## config.mk

```make
export PLATFORM = sky130hd
export DESIGN_NAME = pcl_top
export DESIGN_NICKNAME = d
export VERILOG_FILES = /design/src/rtl/pcl_pkg.sv /design/src/rtl/pcl_src_sel.sv /design/src/rtl/pcl_next_calc.sv /design/src/rtl/pcl_top.sv
export SDC_FILE = /design/constraint.sdc
export NUM_CORES = 1
export LEC_CHECK = 0
export ABC_AREA = 1
export BUFFER_PORTS_ARGS = -buffer_cell sky130_fd_sc_hd__buf_2
export CORE_ASPECT_RATIO = 0.9
export CORE_UTILIZATION = 30
export CTS_BUF_LIST = sky130_fd_sc_hd__clkbuf_8 sky130_fd_sc_hd__clkbuf_16
export DETAILED_ROUTE_END_ITERATION = 6
export GPL_ROUTABILITY_DRIVEN = 1
export GPL_TIMING_DRIVEN = 0
export SKIP_CTS_REPAIR_TIMING = 1
export SYNTH_ARGS = -nofsm -noshare
export SYNTH_HDL_FRONTEND = slang
export SYNTH_SLANG_ARGS = --single-unit
```

## constraint.sdc

```tcl
create_clock -name clk -period 5.25 [get_ports clk]
set_clock_uncertainty 0.2 [all_clocks]
set_input_delay 0.525 -clock clk [delete_from_list [all_inputs] [get_ports clk]]
set_output_delay 0.525 -clock clk [all_outputs]
set_load 0.05 [all_outputs]
```

## src/rtl/pcl_pkg.sv

```systemverilog
package pcl_pkg;

  // Source of the next counter value
  typedef enum logic [2:0] {
    SRC_HOLD,
    SRC_INC,
    SRC_LOWWR,
    SRC_ABS,
    SRC_LONG,
    SRC_STACK,
    SRC_VEC
  } pc_src_e;

  // How the staging latch is updated
  typedef enum logic [1:0] {
    LAT_HOLD,
    LAT_ABS,
    LAT_COPY,
    LAT_WR
  } lat_mode_e;

  // Register select encoding on the register-file side
  localparam logic SEL_LOW   = 1'b0;
  localparam logic SEL_LATCH = 1'b1;

endpackage

```

## src/rtl/pcl_src_sel.sv

```systemverilog
module pcl_src_sel
  import pcl_pkg::*;
(
  input  logic      fetch_en,
  input  logic      skip_en,
  input  logic      goto_en,
  input  logic      call_en,
  input  logic      lcall_en,
  input  logic      ret_en,
  input  logic      irq_en,
  input  logic      reg_rd_en,
  input  logic      reg_wr_en,
  input  logic      reg_sel,
  output pc_src_e   src,
  output lat_mode_e lat_mode,
  output logic      push
);

  logic low_rd;
  logic low_wr;
  logic lat_wr;

  assign low_rd = reg_rd_en && (reg_sel == SEL_LOW);
  assign low_wr = reg_wr_en && (reg_sel == SEL_LOW);
  assign lat_wr = reg_wr_en && (reg_sel == SEL_LATCH);

  always_comb begin
    src      = SRC_HOLD;
    lat_mode = LAT_HOLD;
    push     = 1'b0;
    if (irq_en) begin
      src = SRC_VEC;
    end else if (skip_en) begin
      src = SRC_INC;
    end else if (ret_en) begin
      src = SRC_STACK;
    end else if (goto_en || call_en) begin
      src      = SRC_ABS;
      lat_mode = LAT_ABS;
      push     = call_en;
    end else if (lcall_en) begin
      src  = SRC_LONG;
      push = 1'b1;
    end else if (low_wr) begin
      src = SRC_LOWWR;
    end else begin
      src = fetch_en ? SRC_INC : SRC_HOLD;
      if (low_rd) begin
        lat_mode = LAT_COPY;
      end else if (lat_wr) begin
        lat_mode = LAT_WR;
      end
    end
  end

endmodule

```

## src/rtl/pcl_next_calc.sv

```systemverilog
module pcl_next_calc
  import pcl_pkg::*;
#(
  parameter int DATA_W = 8,
  parameter int ABS_W  = 13,
  localparam int PC_W  = 2 * DATA_W
) (
  input  pc_src_e           src,
  input  lat_mode_e         lat_mode,
  input  logic [PC_W-1:0]   pc_q,
  input  logic [DATA_W-1:0] lat_q,
  input  logic [ABS_W-1:0]  opcode,
  input  logic [DATA_W-1:0] wdata,
  input  logic [PC_W-1:0]   stack_top,
  input  logic [PC_W-1:0]   irq_vector,
  output logic [PC_W-1:0]   pc_nxt,
  output logic [DATA_W-1:0] lat_nxt,
  output logic [PC_W-1:0]   pc_inc
);

  localparam int LAT_KEEP = PC_W - ABS_W;

  assign pc_inc = pc_q + {{(PC_W-1){1'b0}}, 1'b1};

  always_comb begin
    pc_nxt = pc_q;
    unique case (src)
      SRC_INC:   pc_nxt = pc_inc;
      SRC_LOWWR: pc_nxt = {lat_q, wdata};
      SRC_ABS:   pc_nxt = {pc_q[PC_W-1:ABS_W], opcode};
      SRC_LONG:  pc_nxt = {lat_q, opcode[DATA_W-1:0]};
      SRC_STACK: pc_nxt = stack_top;
      SRC_VEC:   pc_nxt = irq_vector;
      default:   pc_nxt = pc_q;
    endcase
  end

  always_comb begin
    lat_nxt = lat_q;
    unique case (lat_mode)
      LAT_ABS:  lat_nxt = {lat_q[DATA_W-1:DATA_W-LAT_KEEP], opcode[ABS_W-1:DATA_W]};
      LAT_COPY: lat_nxt = pc_q[PC_W-1:DATA_W];
      LAT_WR:   lat_nxt = wdata;
      default:  lat_nxt = lat_q;
    endcase
  end

endmodule

```

## src/rtl/pcl_top.sv

```systemverilog
module pcl_top
  import pcl_pkg::*;
#(
  parameter int DATA_W = 8,
  parameter int ABS_W  = 13,
  localparam int PC_W  = 2 * DATA_W
) (
  input  logic              clk,
  input  logic              rst_n,
  input  logic              fetch_en,
  input  logic              skip_en,
  input  logic              goto_en,
  input  logic              call_en,
  input  logic              lcall_en,
  input  logic              ret_en,
  input  logic              irq_en,
  input  logic [ABS_W-1:0]  opcode,
  input  logic [PC_W-1:0]   stack_top,
  input  logic [PC_W-1:0]   irq_vector,
  input  logic              reg_rd_en,
  input  logic              reg_wr_en,
  input  logic              reg_sel,
  input  logic [DATA_W-1:0] reg_wdata,
  output logic [PC_W-1:0]   fetch_addr,
  output logic [DATA_W-1:0] reg_rdata,
  output logic              push_en,
  output logic [PC_W-1:0]   push_data
);

  pc_src_e           src;
  lat_mode_e         lat_mode;
  logic              push;
  logic [PC_W-1:0]   pc_q;
  logic [PC_W-1:0]   pc_nxt;
  logic [PC_W-1:0]   pc_inc;
  logic [DATA_W-1:0] lat_q;
  logic [DATA_W-1:0] lat_nxt;
  logic              pc_ce;
  logic              lat_ce;

  pcl_src_sel u_sel (
    .fetch_en  (fetch_en),
    .skip_en   (skip_en),
    .goto_en   (goto_en),
    .call_en   (call_en),
    .lcall_en  (lcall_en),
    .ret_en    (ret_en),
    .irq_en    (irq_en),
    .reg_rd_en (reg_rd_en),
    .reg_wr_en (reg_wr_en),
    .reg_sel   (reg_sel),
    .src       (src),
    .lat_mode  (lat_mode),
    .push      (push)
  );

  pcl_next_calc #(
    .DATA_W (DATA_W),
    .ABS_W  (ABS_W)
  ) u_calc (
    .src        (src),
    .lat_mode   (lat_mode),
    .pc_q       (pc_q),
    .lat_q      (lat_q),
    .opcode     (opcode),
    .wdata      (reg_wdata),
    .stack_top  (stack_top),
    .irq_vector (irq_vector),
    .pc_nxt     (pc_nxt),
    .lat_nxt    (lat_nxt),
    .pc_inc     (pc_inc)
  );

  assign pc_ce  = (src != SRC_HOLD);
  assign lat_ce = (lat_mode != LAT_HOLD);

  always_ff @(posedge clk or negedge rst_n) begin
    if (!rst_n) begin
      pc_q <= '0;
    end else if (pc_ce) begin
      pc_q <= pc_nxt;
    end
  end

  always_ff @(posedge clk or negedge rst_n) begin
    if (!rst_n) begin
      lat_q <= '0;
    end else if (lat_ce) begin
      lat_q <= lat_nxt;
    end
  end

  assign fetch_addr = pc_q;
  assign reg_rdata  = (reg_sel == SEL_LATCH) ? lat_q : pc_q[DATA_W-1:0];
  assign push_en    = push;
  assign push_data  = pc_inc;

  // Marks cycles whose inputs were sampled out of reset
  logic run_q;
  always_ff @(posedge clk or negedge rst_n) begin
    if (!rst_n) begin
      run_q <= 1'b0;
    end else begin
      run_q <= 1'b1;
    end
  end

  logic hi_free;
  assign hi_free = !irq_en && !skip_en;

  assert_vector_R11: assert property (@(posedge clk) disable iff (!rst_n)
    run_q && irq_en |=> (pc_q == $past(irq_vector)) && $stable(lat_q));

  assert_return_R10: assert property (@(posedge clk) disable iff (!rst_n)
    run_q && hi_free && ret_en |=> (pc_q == $past(stack_top)) && $stable(lat_q));

  assert_abs_keep_R7: assert property (@(posedge clk) disable iff (!rst_n)
    run_q && hi_free && !ret_en && (goto_en || call_en)
    |=> (pc_q[PC_W-1:ABS_W] == $past(pc_q[PC_W-1:ABS_W]))
        && (pc_q[ABS_W-1:0] == $past(opcode)));

  assert_low_write_R5: assert property (@(posedge clk) disable iff (!rst_n)
    run_q && hi_free && !ret_en && !goto_en && !call_en && !lcall_en
    && reg_wr_en && (reg_sel == SEL_LOW)
    |=> (pc_q == {$past(lat_q), $past(reg_wdata)}));

  assert_skip_inc_R12: assert property (@(posedge clk) disable iff (!rst_n)
    run_q && skip_en && !irq_en |=> (pc_q == PC_W'($past(pc_q) + 1'b1)));

  assert_push_gate_R9: assert property (@(posedge clk) disable iff (!rst_n)
    push_en |-> !irq_en && !skip_en && !ret_en && (call_en || lcall_en));

endmodule

```

# After elaboration in Yosys (flattened, before gate mapping)
# Cells that the tools add are included.
# W data, S select, Z words.
[word_totals]
output_inout_bits = 41
wordCells = 54
in_bits = 65
reg_bits = 24
[classes]
mux = 23
eq_ne = 9
n_addsub = 1
n_reduce_logical = 14
bitwise_logic = 3
[op_table]
columns = ["operator", "n"]
rows = [
  ["$pmux W16 S6", 1],
  ["$pmux W8 S3", 1],
  ["$mux W3", 6],
  ["$add A16 B1 Y16 const B", 1],
  ["$mux W2", 8],
  ["$eq A3 B3 Y1 const B", 3],
  ["$mux W8", 1],
  ["$eq A3 B2 Y1 const B", 2],
  ["$mux W1", 6],
  ["$reduce_and A3 Y1", 2],
  ["$reduce_bool A3 Y1", 2],
  ["$reduce_bool A6 Y1", 1],
  ["$reduce_bool A5 Y1", 1],
  ["$eq A2 B2 Y1 const B", 2],
  ["$reduce_and A2 Y1", 2],
  ["$reduce_bool A2 Y1", 2],
  ["$eq A3 B1 Y1 const B", 1],
  ["$logic_and A1 B1 Y1", 3],
  ["$not A1 Y1", 3],
  ["$eq A2 B1 Y1 const B", 1],
  ["$logic_or A1 B1 Y1", 1],
]

# Logic depth before layout (Yosys ltp)
[depth]
depth_word = 12
ltp_mapped = 13
ltp_nobuf = 12

# Hierarchy
# Synthesis repeated with hierarchy kept, for this count alone.
[hier_totals]
hier_cells = 463
hier_area_um2 = 2705.1
[by_module_without_submodules]
columns = ["module", "cells_per_inst", "area_per_inst_um2", "n_inst"]
rows = [
  ["pcl_next_calc", 297, 1465.2, 1],
  ["pcl_top", 128, 1071.0, 1],
  ["pcl_src_sel", 38, 168.9, 1],
]

# Worst setup path after synthesis
# No wires, ideal clock.
[synth_timing]
kind = "reg2out"
from = "register pc_q[0] (netlist: fetch_addr[0])"
to = "output port reg_rdata[0]"
t_arrival_ns = 2.269
n_path_buf = 0
required_ns = 4.525
slack_ns = 2.256
path_stages_with_launch = 3
path_cell_list = "dfrtp_1 > inv_1 > o21ai_0"
[synth_via]
elab_chain_cells = 1
[synth_lines]
columns = ["item", "line_no", "text"]
rows = [
  ["start: declaration", "pcl_top.sv:33", "logic [PC_W-1:0] pc_q;"],
  ["start signal: assignment", "pcl_top.sv:81", "pc_q <= pc_nxt;"],
  ["$mux W8", "pcl_top.sv:94", "assign reg_rdata = (reg_sel == SEL_LATCH) ? lat_q : pc_q[DATA_W-1:0];"],
  ["end: declaration", "pcl_top.sv:25", "output logic [DATA_W-1:0] reg_rdata,"],
]
# Every way passes these cells.

# Worst setup path after layout
[layout_timing]
from = "register pc_q[0] (netlist: fetch_addr[0])"
to = "output port push_data[14]"
[layout_via]
elab_chain_cells = 1
[layout_lines]
columns = ["item", "line_no", "text"]
rows = [
  ["$add A16 B1 Y16", "pcl_next_calc.sv:23", "assign pc_inc = pc_q + {{(PC_W-1){1'b0}}, 1'b1};"],
  ["end: declaration", "pcl_top.sv:27", "output logic [PC_W-1:0] push_data"],
]
# Every way passes these cells.

==> metrics.txt <==
outcome finished, violations left; failing checks DRC; hold slack 0.0405 ns; vias in the first global route 2777; Syn Inst Count 418; Final Hold Viols 0; crit end category primary output; critical path arrival 2.18 ns; maximum clock rate 344 MHz; die area 0.00860 mm²; CP cell instances ha_1, nand3_1, nor3_1, nand4_1, nand2_1, buf_2; nets 593; gpl congestion 0.915; Buf/Inv on CP 1; Worst-Margin Slew 0.578 ns; static leakage 1.79 nW; Flop pwr share 0.300; crit path launch fetch_addr[0]; Crit Reg-Reg Startpoint fetch_addr[0]; routed len/inst 13.8 µm; maximum vdd drop 126 µV; #FFs+latches synth 24; CP max FO 7; core box area 0.00803 mm²; Slowest-stage cell, CP dfrtp_1; diode count 0; P_sw 0.000471 W; Mapped Area 0.00247 mm²; Power Density 276 mW/mm²; Post-Place Cells 621; Ys Warns 0; Worst EP required 4.53 ns; vias per cell 4.76; Switching Share 0.539; Remaining Overflow, GRT 0; setup repair after global routing missed its margin false; non-filler cells in the finished layout 625; num ports 106; number of flops mapped to enable cells by yosys 0; IO buf count 104; clock sinks 24; TritonCTS clock tree done; CTS HTree Levels 1; Syn Nets 484; number of remaining DRC errors 12; max incr delay on CP 0.49 ns; via count 2976; pre-CTS setup slack 2.64 ns; Critical Path Start Type flop; Initial Util 0.308; clk_lat worst skew 0.27 ns; DP Wirelength 7170 µm; synthesized area per cell 5.91 µm²; largest net degree at the start of global routing 25; final worst slack 2.35 ns; antenna viol nets, final 0; DRT Pass-1 Iters 6; prevailing post-synth register cell dfrtp_1; Synth cell types 31; sequential area share after synthesis 0.243; max-slew violation count 0; Clk network pwr share 0.152; CTS Buffer Depth 2; CTS Root Cell clkbuf_8; global-route wire length before repair 13700 µm; Post-synth top cells nand2_1, nor2_1, inv_1; max_cap viols 0; Vert. Die Dim 88.1 µm; cts bufs inserted 3; number of placement rows 31; Layout area overhead 28.3%; minimum clock period 2.90 ns; die width 97.6 µm; final period utilization 0.553; area share of the largest cell type after synthesis 0.254; fillers 921; initial antenna violation count 0; Tot GR Track Use 0.208; cell taking the most area after synthesis nand2_1; count leader, synth nand2_1; R2R Setup Slk 3.08 ns; dominant cells by area after synthesis nand2_1, dfrtp_1, nor2_1, nand3_1, inv_1; Clk pin slew, worst setup/hold paths 0.09 ns; internal power 0.000403 W; CP delay by family, top simple AND/OR/NAND/NOR gates; Rel. slew slack 0.615; Min-Delay Path Class input port to asynchronous set/reset pin; Synth async-reset ratio 1.00; setup_tns 0 ns; drt initial violations 194; final wirelength 8600 µm; share of cells above drive strength 1 0.281; endpoints failing setup 0; combinational share of power 0.548; worst setup path category flop to primary output
==> cell families after synthesis <==
family,share of synthesized area
AND/OR/NAND/NOR,0.531
buffers and inverters,0.102
AO/OA/AOI/OAI,0.0760
flip-flops,0.243
XOR/XNOR,0.0426
adder cells (fa/ha/maj),0.00507
==> per-layer routing <==
| metal | wire (µm) | global-route usage | vias to the layer above |
|---|---|---|---|
| met1 | 4160 | 0.282 | 1348 |
| met2 | 3900 | 0.360 | 95 |
| met5 | 0 | 0 | - |
| met3 | 479 | 0.0319 | 4 |
| li1 | - | - | 1529 |
| met4 | 61 | 0.0275 | 0 |
==> worst paths after layout <==
path                             endpoint  depth (start not counted)
max                         push_data[14]                          6
min                         fetch_addr[9]                          1
max reg2reg                fetch_addr[14]                         10
min reg2reg                 fetch_addr[4]                          2
max in group asynchronous  fetch_addr[11]                          1
min in group clk                 lat_q[3]                          3
==> final cells by class <==
type                       count  area [µm²]  area share
multi-input combinational    341        1620       0.510
inverter                      43         169      0.0533
sequential                    24         601       0.189
timing repair buffer         104         520       0.164
buffer                        10        82.6      0.0261
tap                           99         124      0.0391
clock buffer                   4        55.1      0.0174
==> per-stage QoR <==
step           cell area (µm²)  total power, W   util
4_1_cts                   3170        0.000876  0.395
3_5_place_dp              3110        0.000744  0.388
3_3_place_gp              3110        0.000739  0.388
6_report                  3170        0.000874  0.395
5_1_grt                   3170        0.000929  0.395
2_1_floorplan             2470        0.000606      -
==> worst reg2reg max path, stage by stage, from the launching register on <==
cell and delay, ns:
dfrtp_1 0.49, ha_1 0.23, nand3_1 0.17, nor3_1 0.46
nand3_1 0.12, nand2_1 0.09, nand2_1 0.06, nor2_1 0.10
nor2_1 0.05, nand2_1 0.07, nand2_1 0.04
==> power groups by stage <==
stage               Clock, W  Combinational, W  Sequential (W)
floorplan                  0          0.000285        0.000321
global route        0.000144          0.000517        0.000268
global placement           0          0.000475        0.000264
detailed placement         0          0.000479        0.000265
finish              0.000132          0.000479        0.000262
CTS                 0.000134          0.000480        0.000262
==> cell usage in the layout (no fill, tap or decap), drive strengths merged <==
cell type,instances
nand3,31
inv,43
a22oi,3
o21ai,12
a21oi,13
ha,1
a41oi,2
nor2,71
dfrtp,24
xnor2,1
nand2,180
nand4,8
clkbuf,6
nor3,8
xor2,11
buf,112
==> flip-flops by register name, indices dropped and copies added, names as in the netlist <==
signal	count
fetch_addr	16
lat_q	8
Power figures use the tool's default switching activity.
